$ cat src/rtl/rxirq_pkg.sv
package rxirq_pkg;
    localparam int NEV       = 9;
    localparam int EV_GOOD   = 0;
    localparam int EV_CRC    = 1;
    localparam int EV_RUNT   = 2;
    localparam int EV_LONG   = 3;
    localparam int EV_DA     = 4;
    localparam int EV_EARLY  = 5;
    localparam int EV_MISS   = 6;
    localparam int EV_OVF    = 7;
    localparam int EV_DMA    = 8;

    typedef enum logic [1:0] {
        TRK_IDLE,
        TRK_WAIT_DA,
        TRK_WAIT_EARLY,
        TRK_DONE
    } trk_state_e;
endpackage

$ cat src/rtl/rxirq_frame_trk.sv
module rxirq_frame_trk
    import rxirq_pkg::*;
#(
    parameter int CNT_W       = 11,
    parameter int DA_BYTES    = 6,
    parameter int EARLY_BYTES = 128
) (
    input  logic             clk,
    input  logic             rst_n,
    input  logic             frm_active,
    input  logic [CNT_W-1:0] byte_cnt,
    output logic             da_ev,
    output logic             early_ev
);
    localparam logic [CNT_W-1:0] DA_LIM    = CNT_W'(DA_BYTES);
    localparam logic [CNT_W-1:0] EARLY_LIM = CNT_W'(EARLY_BYTES);

    trk_state_e state_q, state_d;
    logic       da_hit, early_hit;

    assign da_hit    = byte_cnt >= DA_LIM;
    assign early_hit = byte_cnt >= EARLY_LIM;

    always_ff @(posedge clk) begin
        if (!rst_n) state_q <= TRK_IDLE;
        else        state_q <= state_d;
    end

    always_comb begin
        state_d = state_q;
        unique case (state_q)
            TRK_IDLE, TRK_WAIT_DA: begin
                if (early_hit)   state_d = TRK_DONE;
                else if (da_hit) state_d = TRK_WAIT_EARLY;
                else             state_d = TRK_WAIT_DA;
            end
            TRK_WAIT_EARLY: if (early_hit) state_d = TRK_DONE;
            TRK_DONE:       state_d = TRK_DONE;
            default:        state_d = TRK_IDLE;
        endcase
        if (!frm_active) state_d = TRK_IDLE;
    end

    always_comb begin
        da_ev    = 1'b0;
        early_ev = 1'b0;
        unique case (state_q)
            TRK_IDLE, TRK_WAIT_DA: begin
                da_ev    = frm_active && da_hit;
                early_ev = frm_active && early_hit;
            end
            TRK_WAIT_EARLY: early_ev = frm_active && early_hit;
            TRK_DONE:       ;
            default:        ;
        endcase
    end
endmodule

$ cat src/rtl/rxirq_frame_qual.sv
module rxirq_frame_qual (
    input  logic       frm_done,
    input  logic       da_pass,
    input  logic       crc_ok,
    input  logic       runt,
    input  logic       too_long,
    output logic [3:0] qual_ev
);
    logic take;
    assign take = frm_done && da_pass;

    always_comb begin
        qual_ev[0] = take && crc_ok && !runt && !too_long;
        qual_ev[1] = take && !crc_ok;
        qual_ev[2] = take && runt;
        qual_ev[3] = take && too_long;
    end
endmodule

$ cat src/rtl/rxirq_miss_cnt.sv
module rxirq_miss_cnt #(
    parameter int MISS_W = 10
) (
    input  logic              clk,
    input  logic              rst_n,
    input  logic              miss_stb,
    output logic [MISS_W-1:0] cnt_q,
    output logic              wrap_ev
);
    localparam logic [MISS_W-1:0] TOP = {MISS_W{1'b1}};

    assign wrap_ev = miss_stb && (cnt_q == TOP);

    always_ff @(posedge clk) begin
        if (!rst_n)        cnt_q <= '0;
        else if (miss_stb) cnt_q <= cnt_q + 1'b1;
    end
endmodule

$ cat src/rtl/rx_event_irq.sv
module rx_event_irq
    import rxirq_pkg::*;
#(
    parameter int CNT_W       = 11,
    parameter int DA_BYTES    = 6,
    parameter int EARLY_BYTES = 128,
    parameter int MISS_W      = 10
) (
    input  logic              clk,
    input  logic              rst_n,
    input  logic              frm_active,
    input  logic [CNT_W-1:0]  byte_cnt,
    input  logic              frm_done,
    input  logic              frm_da_pass,
    input  logic              frm_crc_ok,
    input  logic              frm_runt,
    input  logic              frm_long,
    input  logic              miss_stb,
    input  logic              dma_done,
    input  logic              stat_rd,
    input  logic [NEV-1:0]    ev_en,
    output logic [NEV-1:0]    stat_q,
    output logic [MISS_W-1:0] miss_cnt,
    output logic              irq
);
    logic [3:0]     qual_ev;
    logic           da_ev, early_ev, wrap_ev;
    logic [NEV-1:0] new_ev;

    rxirq_frame_qual u_qual (
        .frm_done (frm_done),
        .da_pass  (frm_da_pass),
        .crc_ok   (frm_crc_ok),
        .runt     (frm_runt),
        .too_long (frm_long),
        .qual_ev  (qual_ev)
    );

    rxirq_frame_trk #(
        .CNT_W       (CNT_W),
        .DA_BYTES    (DA_BYTES),
        .EARLY_BYTES (EARLY_BYTES)
    ) u_trk (
        .clk        (clk),
        .rst_n      (rst_n),
        .frm_active (frm_active),
        .byte_cnt   (byte_cnt),
        .da_ev      (da_ev),
        .early_ev   (early_ev)
    );

    rxirq_miss_cnt #(.MISS_W(MISS_W)) u_miss (
        .clk      (clk),
        .rst_n    (rst_n),
        .miss_stb (miss_stb),
        .cnt_q    (miss_cnt),
        .wrap_ev  (wrap_ev)
    );

    always_comb begin
        new_ev               = '0;
        new_ev[EV_LONG:EV_GOOD] = qual_ev;
        new_ev[EV_DA]        = da_ev;
        new_ev[EV_EARLY]     = early_ev;
        new_ev[EV_MISS]      = miss_stb;
        new_ev[EV_OVF]       = wrap_ev;
        new_ev[EV_DMA]       = dma_done;
    end

    always_ff @(posedge clk) begin
        if (!rst_n) stat_q <= '0;
        else        stat_q <= (stat_rd ? '0 : stat_q) | new_ev;
    end

    assign irq = |(stat_q & ev_en);
endmodule

$ cat config.mk
export PLATFORM = sky130hd
export DESIGN_NAME = rx_event_irq
export DESIGN_NICKNAME = d
export VERILOG_FILES = /design/src/rtl/rxirq_pkg.sv /design/src/rtl/rxirq_frame_trk.sv /design/src/rtl/rxirq_frame_qual.sv /design/src/rtl/rxirq_miss_cnt.sv /design/src/rtl/rx_event_irq.sv
export SDC_FILE = /design/constraint.sdc
export NUM_CORES = 1
export LEC_CHECK = 0
export ABC_CLOCK_PERIOD_IN_PS = 1200
export BUFFER_PORTS_ARGS = -buffer_cell sky130_fd_sc_hd__buf_2
export CAP_MARGIN = 10
export CORE_ASPECT_RATIO = 0.75
export CORE_MARGIN = 3
export CORE_UTILIZATION = 25
export CTS_BUF_LIST = sky130_fd_sc_hd__clkbuf_16
export CTS_CLUSTER_SIZE = 10
export DETAILED_ROUTE_END_ITERATION = 12
export GPL_TIMING_DRIVEN = 0
export HOLD_SLACK_MARGIN = 0.03
export PLACE_DENSITY = 0.58
export REMOVE_ABC_BUFFERS = 1
export SYNTH_ARGS = -nofsm -noshare
export SYNTH_HDL_FRONTEND = slang
export SYNTH_SLANG_ARGS = --single-unit
$ cat constraint.sdc
create_clock -name clk -period 1.2 [get_ports clk]
set_input_delay 0.24 -clock clk [delete_from_list [all_inputs] [get_ports clk]]
set_output_delay 0.24 -clock clk [all_outputs]
set_load 0.02 [all_outputs]
# ---- Word level (Yosys, flattened, before mapping)
# Cells that the tools add are included.
dict set report classes {
  addsub 1
  n_lt_le_gt_ge 2
  n_eq_ne 5
  n_mux 7
  bitwise_logic 2
  reduce_logical 18
}
# op count
set ops {}
lappend ops {{$ge 11x3->1 const B} 1}
lappend ops {{$ge 11x8->1 const B} 1}
lappend ops {{$add 10x1->10 const B} 1}
lappend ops {{$eq 10x10->1 const B} 1}
lappend ops {{$logic_and 1x1->1} 10}
lappend ops {{$and 9x9->9} 1}
lappend ops {{$mux 9} 1}
lappend ops {{$or 9x9->9} 1}
lappend ops {{$reduce_or 9->1} 1}
lappend ops {{$mux 2} 3}
lappend ops {{$pmux 2 s3} 1}
lappend ops {{$eq 2x2->1 const B} 2}
lappend ops {{$logic_not 1->1} 3}
lappend ops {{$reduce_or 3->1} 1}
lappend ops {{$eq 2x1->1 const B} 1}
lappend ops {{$logic_not 2->1} 1}
lappend ops {{$mux 1} 2}
lappend ops {{$ne 2x1->1 const B} 1}
lappend ops {{$reduce_and 2->1} 1}
lappend ops {{$reduce_or 2->1} 1}
dict set report totals {
  reg_bits 21
  inputBits 31
  out_inout_bits 20
  word_cells 38
}

# ---- Logic depth before layout (Yosys ltp)
# Gate-level depths: netlist of run 1.
dict set report logic_depth {
  ltp_word 5
  depth_mapped 4
}

# ---- Modules after synthesis
# From an unflattened synthesis of run 1, not the netlist that was laid out.
dict set report unflattened {
  cells_unflattened 104
  hier_area_um2 975.9
}
# mod n_inst cells_per_inst area_per_inst_um2 seq_area_each_um2
set by_module_without_submodules {}
lappend by_module_without_submodules {rxirq_miss_cnt 1 51 461.7 200.2}
lappend by_module_without_submodules {rx_event_irq 1 33 355.3 180.2}
lappend by_module_without_submodules {rxirq_frame_trk 1 15 121.4 40.0}
lappend by_module_without_submodules {rxirq_frame_qual 1 5 37.5 0.0}

# ---- Worst setup path before layout of run 1
# Ideal clock, no wire load.
dict set report synth_timing {
  path_type {register to register}
  startpoint {register u_miss.cnt_q[0]}
  endpoint {register u_miss.cnt_q[8]}
  t_arrival_ns 1.377
  required_ns 1.124
  setup_slack_ns -0.253
  path_stages_with_launch 5
  cell_sequence {dfxtp_1 -> ha_1 -> nand4_1 -> or3_1 -> a21boi_0}
}
dict set report synth_between {
  elab_chain_len 1
}
# element line_no
set synth_lines {}
lappend synth_lines {{from (decl)} rxirq_miss_cnt.sv:7} ;# output logic [MISS_W-1:0] cnt_q,
lappend synth_lines {{from (signal assigned)} rxirq_miss_cnt.sv:16} ;# else if (miss_stb) cnt_q <= cnt_q + 1'b1;
lappend synth_lines {{$add 10x1->10} rxirq_miss_cnt.sv:16}
# No other way between the ends.
# A chain may end at the register's enable or synchronous reset.

# ---- Worst setup path in the final report of run 1
dict set report layout_timing {
  startpoint {register stat_q[0]}
  endpoint {output irq}
}
dict set report layout_between {
  elab_chain_len 2
}
# element line_no
set layout_lines {}
lappend layout_lines {{from (decl)} rx_event_irq.sv:22} ;# output logic [NEV-1:0] stat_q,
lappend layout_lines {{from (signal assigned)} rx_event_irq.sv:72} ;# else stat_q <= (stat_rd ? '0 : stat_q) | new_ev;
lappend layout_lines {{$and 9x9->9} rx_event_irq.sv:75} ;# assign irq = |(stat_q & ev_en);
lappend layout_lines {{$reduce_or 9->1} rx_event_irq.sv:75}
lappend layout_lines {{to (decl)} rx_event_irq.sv:24} ;# output logic irq
# No other way between the ends.

==> metrics, run 1 <==
Final Critical Period 1490 ps; initial drt markers 26; number of global-route vias before repair 953; DR WL/cell approximately 12 um; most common cell after layout, fill and taps aside buf_2; smallest hold slack around 220 ps; critical path capture point type output port; Post-DP Area 0.00123 mm2; CP max FO 2; Crit path largest cell delay 320 ps; failing checks setup timing; CTS Hold Bufs 0; status finished, violations left; synth top area cells dfxtp_1 (45%), nand2_1 (5.2%), a21boi_0 (4.0%), nor2b_1 (3.3%), mux2i_1 (3.2%); TritonCTS buffer count 3; period utilisation layout 124%; I/O Buffers about 50; placed cells 194; RSZ-0062 raised after global routing true; Buf/Inv on CP 1; fillers 338; Setup TNS Final -353 ps; chip height approximately 59 um; layout net count between 150 and 200; largest net degree at the start of global routing 23; number of synthesized flops with an enable pin 0; post-route ant nets 0; drt first pass iters 4; Worst path slowest cell dfxtp_2; Critical Path Source Type flop; DRC viols 0; Cell variety after synth 40; synth warn 0; Ports roughly 50; core footprint between 0.003 and 0.004 mm2; gr usage total 11.8%; gpl congestion approximately 0.86; Mapped Cells between 90 and 100; share of the synthesized area in the top cell type between 40% and 50%; Starting Density 27.2%; Via-to-Cell Ratio 4.59; clock tree from TritonCTS done; die width 76.7 um; Mean Syn Cell Area about 9.6 um2; global route total overflow 0; Bufs on Longest Clock Path 2; fin. max-slew vios 0; initial antenna violation count 0; crit path cell chain a22o_1, a221oi_2, nand3_1, buf_6; pre-CTS WS -228 ps; layout cells sized above 1 about 54%; post-synthesis cell area 937 um2; Vias 950; Data required, critical path 960 ps; Clk Latency, worst-skew pair approximately 250 ps; Fin. Hold Viols 0; P&R area growth vs syn 59.7%; die area 0.00453 mm2; Synth Register Bits 21; first-pass GRT wire length between 4000 and 5000 um; # clock sinks 21; asr flop ratio synth 0%; Most used DFF post-synth dfxtp_1; final cell area excluding filler cells about 0.0015 mm2; # setup viols final 3; Cell Pwr Density approximately 1100 mW/mm2; peak supply drop 0.691 mV; Least-Margin Pin Slew around 440 ps; leading area contributor after synthesis dfxtp_1; LEAKAGE between 0.6 and 0.7 nW; most frequent cells in the layout buf_2 (47), dfxtp_1 (13), nand2_1 (11); CP delay by family, top compound AO/OA/AOI/OAI gates; clk root buf clkbuf_16; clock transition at the registers of the reported paths ~60 ps; final wirelength about 2600 um; Setup CP Type reg -> out; Hold Path Class in -> reg; Post-Layout Cell Count just over 200; maxcap violations 0; f_max approximately 0.67 GHz; Slew HR between 70 and 80%; worst setup margin -292 ps; Seq/Total Area, Yosys 44.9%; clock skew ~1.3 ps; diode count 0; critical path arrival around 1300 ps; num rows 18; H-tree depth 1
-- worst register-to-register path: stages, from the launching register on --
cell	delay [ps]
dfxtp_4	380
ha_4	140
nand4_1	190
or3_1	360
a21boi_1	120
-- per-layer routing --
metal | part of all wire, % | track usage (%) | up-vias
met5 | 0 | 0 | -
met4 | 1.0 | 3.36 | 0
met3 | 2.2 | 2.89 | 2
met2 | 50 | 20.8 | 16
met1 | 47 | 14.5 | 444
li1 | - | - | 488
-- cell usage after synthesis (2+ instances only) --
| cell type | number |
|---|---|
| and2_1 | 4 |
| nand3b_1 | 2 |
| nand3_1 | 3 |
| dfxtp_1 | 21 |
| nor2b_1 | 5 |
| a21boi_0 | 5 |
| xnor2_1 | 2 |
| a32oi_1 | 2 |
| a21oi_1 | 2 |
| nor4_1 | 3 |
| o21ai_0 | 2 |
| clkbuf_1 | 2 |
| mux2i_1 | 3 |
| nand2b_1 | 2 |
| nand4_1 | 3 |
| nand2_1 | 13 |
-- logic make-up (layout without fill, tap and decap cells) --
family / Yosys count / after routing / synth area share (%)
AOI/OAI and AO/OA: 22 / 22 / 18.0
xor gates and xnor gates: 3 / 3 / 2.80
adders and majority gates: 1 / 1 / 1.33
buffers and inverters: 5 / 64 / 2.40
DFF: 21 / 21 / 44.9
muxes: 3 / 3 / 3.20
and+or+nand+nor: 43 / 43 / 27.4
-- power breakdown --
part / internal (mW) / switching, mW / total, mW / leakage [nW]
sequential: 0.712 / 0.0268 / 0.739 / 0.177
clock: 0.447 / 0.250 / 0.697 / 0.0409
combinational: 0.108 / 0.106 / 0.213 / 0.455
total: 1.27 / 0.382 / 1.65 / 0.673
-- final cells by class --
type                    count  area (um2)  area share, %
well taps                  50        62.6           4.18
multi-input cells          72         566           37.8
clock buffers               3        75.1           5.02
inverters                   2        7.51          0.502
flip-flops and latches     21         448           29.9
repair buffers             58         333           22.2
clock inverters             1        5.00          0.334
-- repair_timing --
item,CTS,global route
pin swaps,8,3
cloned,0,0
buffers inserted,4,5
resized for setup,20,17
setup endpoints to repair,6,5
-- worst paths after layout --
kind | startpoint | to | slack (ps) | cells after the start
worst min register to register | stat_q[5] | stat_q[5] | 490 | 2
worst max-delay path | stat_q[0] | irq | -290 | 4
worst max register to register | u_miss.cnt_q[1] | u_miss.cnt_q[8] | -40 | 4
worst min-delay path | dma_done | stat_q[8] | 220 | 3
-- sequential cells by signal, indices dropped and copies added, names as in the netlist --
name,cells
u_trk.state_q,2
u_miss.cnt_q,10
stat_q,9
-- stage by stage --
stage | power [mW] | util [%]
2_1_floorplan | 0.850 | -
3_3_place_gp | 0.948 | 35.7
3_5_place_dp | 0.953 | 35.7
4_1_cts | 1.69 | 40.5
5_1_grt | 1.73 | 43.4
6_report | 1.65 | 43.4
Power figures use the tool's default switching activity.
==> inputs of run 2 (changes only) <==
ABC_AREA = 1   (was unset)
PLACE_DENSITY = 0.57   (was 0.58)
==> run 2 against run 1 <==
Compared with the run above: the run still ends with setup timing left; highest routed layer unchanged; final area fell by 0.25%; critical path depth rose by 1; register-to-register slack improved by 120 ps; largest cell class unchanged; worst setup slack improved by 170 ps; clock power barely moved; die area rose by 5.5%; critical path type unchanged; area after synthesis rose by 6.0%; final cell count rose by 23%; non-clock buffer count fell by 1; largest power group unchanged.
==> metrics, run 2 <==
status finished, violations left (unchanged); failing checks setup timing (unchanged); Core Util, Final 40.0% (was 43.4%); gpl congestion 0.755 (was 0.859); Comb power frac 13.1% (was 12.9%); layout cells sized above 1 44.3% (was 54.1%); gr usage total 11.5% (was 11.8%); Setup TNS Final -124 ps (was -353 ps); most frequent cell after synthesis nand2_1 (was dfxtp_1); P&R area growth vs syn 50.3% (was 59.7%); largest family of logic cells by synthesized area simple AND/OR/NAND/NOR gates (unchanged); Least-Margin Pin Slew 425 ps (was 442 ps); area of the multi-input gates 544 um2 (was 566 um2); number of synthesized flops with an enable pin 0 (unchanged); internal power 1.27 mW (about the same); # clock sinks 21 (unchanged); asr flop ratio synth 0% (unchanged); Vias 1078 (was 950); Post-Synth Simple-Gate Area 37.8% (was 27.4%); worst setup margin -124 ps (was -292 ps); I/O Buffers 49 (unchanged); initial drt markers 39 (was 26); global route total overflow 0 (unchanged); fin. max-slew vios 0 (unchanged); LEAKAGE 0.742 nW (was 0.673 nW); final wirelength 2620 um (was 2580 um); CP max FO 3 (was 2); Hold Path Class in -> reg (unchanged); layout net count 236 (was 190); largest net degree at the start of global routing 13 (was 23); peak supply drop 0.498 mV (was 0.691 mV); Ports 51 (unchanged); number of global-route vias before repair 942 (was 953); Mapped Cells 145 (was 98); CTS Hold Bufs 0 (unchanged); maxcap violations 0 (unchanged); Fin. Hold Viols 0 (unchanged); most frequent cells in the layout buf_2 (48), nand2_1 (37), nor2_1 (19) (was buf_2 (47), dfxtp_1 (13), nand2_1 (11)); Critical Path Source Type flop (unchanged); initial antenna violation count 0 (unchanged); clock skew 4.61 ps (was 1.29 ps); sequential share of power 44.9% (was 44.8%); DRC viols 0 (unchanged); fillers 403 (was 338); Post-Synth XOR/XNOR Area 0% (was 2.80%); clk root buf clkbuf_16 (unchanged); Synth Register Bits 21 (unchanged); met1 Usage GRT 15.6% (was 14.5%); f_max 0.755 GHz (was 0.670 GHz); # setup viols final 1 (was 3); synth top area cells dfxtp_1 (42%), nand2_1 (16%), nor2_1 (7.6%), a21oi_1 (6.5%), inv_1 (5.3%) (was dfxtp_1 (45%), nand2_1 (5.2%), a21boi_0 (4.0%), nor2b_1 (3.3%), mux2i_1 (3.2%)); core footprint 0.00373 mm2 (was 0.00345 mm2); clock power share 42.0% (was 42.2%); DP HPWL 1950 um; H-tree depth 1 (unchanged); met3 Use GR 4.60% (was 2.89%); top flop regs u_miss.cnt_q x10, stat_q x9, u_trk.state_q x2 (unchanged); critical path capture point type output port (unchanged); top cells by count, synth nand2_1 (42), dfxtp_1 (21), nor2_1 (20), inv_1 (14), a21oi_1 (13) (was dfxtp_1 (21), nand2_1 (13), a21boi_0 (5), nor2b_1 (5), and2_1 (4)); num rows 19 (was 18); register with the most flip-flops u_miss.cnt_q (unchanged); post-route ant nets 0 (unchanged); chip height 60.6 um (was 59.0 um); sw power 391 uW (was 382 uW); Setup CP Type reg -> out (unchanged); post-synthesis cell area 993 um2 (was 937 um2); drt first pass iters 4 (unchanged); Bufs on Longest Clock Path 2 (unchanged); Net Sw Frac 23.5% (was 23.2%); most common cell after layout, fill and taps aside buf_2 (unchanged); TritonCTS buffer count 3 (unchanged); busiest grt layer met2 (unchanged); share of the synthesized area in the top cell type 42.3% (was 44.9%); clock transition at the registers of the reported paths 50 ps (was 60 ps); Largest register FFs 10 (unchanged); Data required, critical path 960 ps (about the same); post-synthesis adder-cell area fraction 1.26% (was 1.34%); Most used DFF post-synth dfxtp_1 (unchanged); synth warn 0 (unchanged); Cell variety after synth 20 (was 40); Starting Density 26.6% (was 27.2%); diode count 0 (unchanged); critical path arrival 1080 ps (was 1250 ps); leading area contributor after synthesis dfxtp_1 (unchanged); Slew HR 71.6% (was 70.2%); mux cell area share after synthesis 0% (was 3.20%); Clk Latency, worst-skew pair 250 ps (about the same); RSZ-0062 raised after global routing true (unchanged); Mean Syn Cell Area 6.85 um2 (was 9.56 um2); Via-to-Cell Ratio 4.23 (was 4.59); Final Critical Period 1320 ps (was 1490 ps); first-pass GRT wire length 4260 um (was 4330 um); DR WL/cell 10.3 um (was 12.5 um); period utilisation layout 110% (was 124%); FF/Latch Area 439 um2 (was 448 um2); clock tree from TritonCTS done (unchanged); Compound-Gate Fraction of Synth Area 11.5% (was 18.0%); die area 0.00477 mm2 (was 0.00453 mm2); GR Layer Usage met2 17.5% (was 20.8%); Cell Pwr Density 1110 mW/mm2 (was 1100 mW/mm2); Seq/Total Area, Yosys 42.3% (was 44.9%); die width 78.8 um (was 76.7 um)
run 2: layer usage:
metal	up-vias	share of wire (%)
met3	2	7.0
met2	28	42
li1	583	-
met4	0	0.65
met1	465	50
met5	-	0
run 2: worst max-delay path, stage by stage, from the launching register on:
cell     delay [ps]
dfxtp_2         330
nand2_2          60
nand3_2          70
nor2_2          120
nand4_1          80
buf_4           160
run 2: timing repair:
item                                    in CTS  in global routing
setup buffers                                4                  4
gates resized for setup                     14                 12
pin swaps                                    5                  8
endpoints found under the setup margin       4                  5
run 2: layout make-up:
type,instances,area share [%]
clock buffers,3,5.03
inverters,15,3.77
repair buffers,57,20.6
multi-input cells,106,36.5
clock inverters,1,0.335
flip-flops and latches,21,29.4
well taps,52,4.36
run 2: final timing paths:
check | slack, ps | startpoint | to | cells past startpoint
max reg2reg | 80 | u_miss.cnt_q[0] | u_miss.cnt_q[6] | 8
max | -120 | stat_q[1] | irq | 5
min | 210 | dma_done | stat_q[8] | 3
min reg2reg | 480 | stat_q[3] | stat_q[3] | 2
run 2: cells by family (layout without fill, tap and decap cells):
group | count (synthesis) | after routing
buffers and inverters | 18 | 76
flip-flops | 21 | 21
adder cells (fa/ha/maj) | 1 | 1
AO/OA/AOI/OAI | 20 | 20
AND/OR/NAND/NOR | 85 | 85
run 2: stage by stage:
step / total power [mW] / hold slack [ps] / worst slack [ps] / cells / cell area, um2
floorplan: 0.850 / 357 / -130 / 142 / 978
finish: 1.66 / 206 / -124 / 255 / 1490
detailed placement: 0.945 / 465 / -81.6 / 243 / 1290
CTS: 1.68 / 204 / -134 / 251 / 1440
global route: 1.74 / 240 / -184 / 255 / 1490
global placement: 0.943 / 450 / -81.6 / 243 / 1290
run 2: power groups by stage:
stage | logic (mW) | registers [mW] | clock network (mW)
floorplan | 0.0712 | 0.778 | 0
global placement | 0.187 | 0.757 | 0
detailed placement | 0.188 | 0.757 | 0
CTS | 0.204 | 0.745 | 0.727
global route | 0.241 | 0.749 | 0.748
finish | 0.218 | 0.745 | 0.698
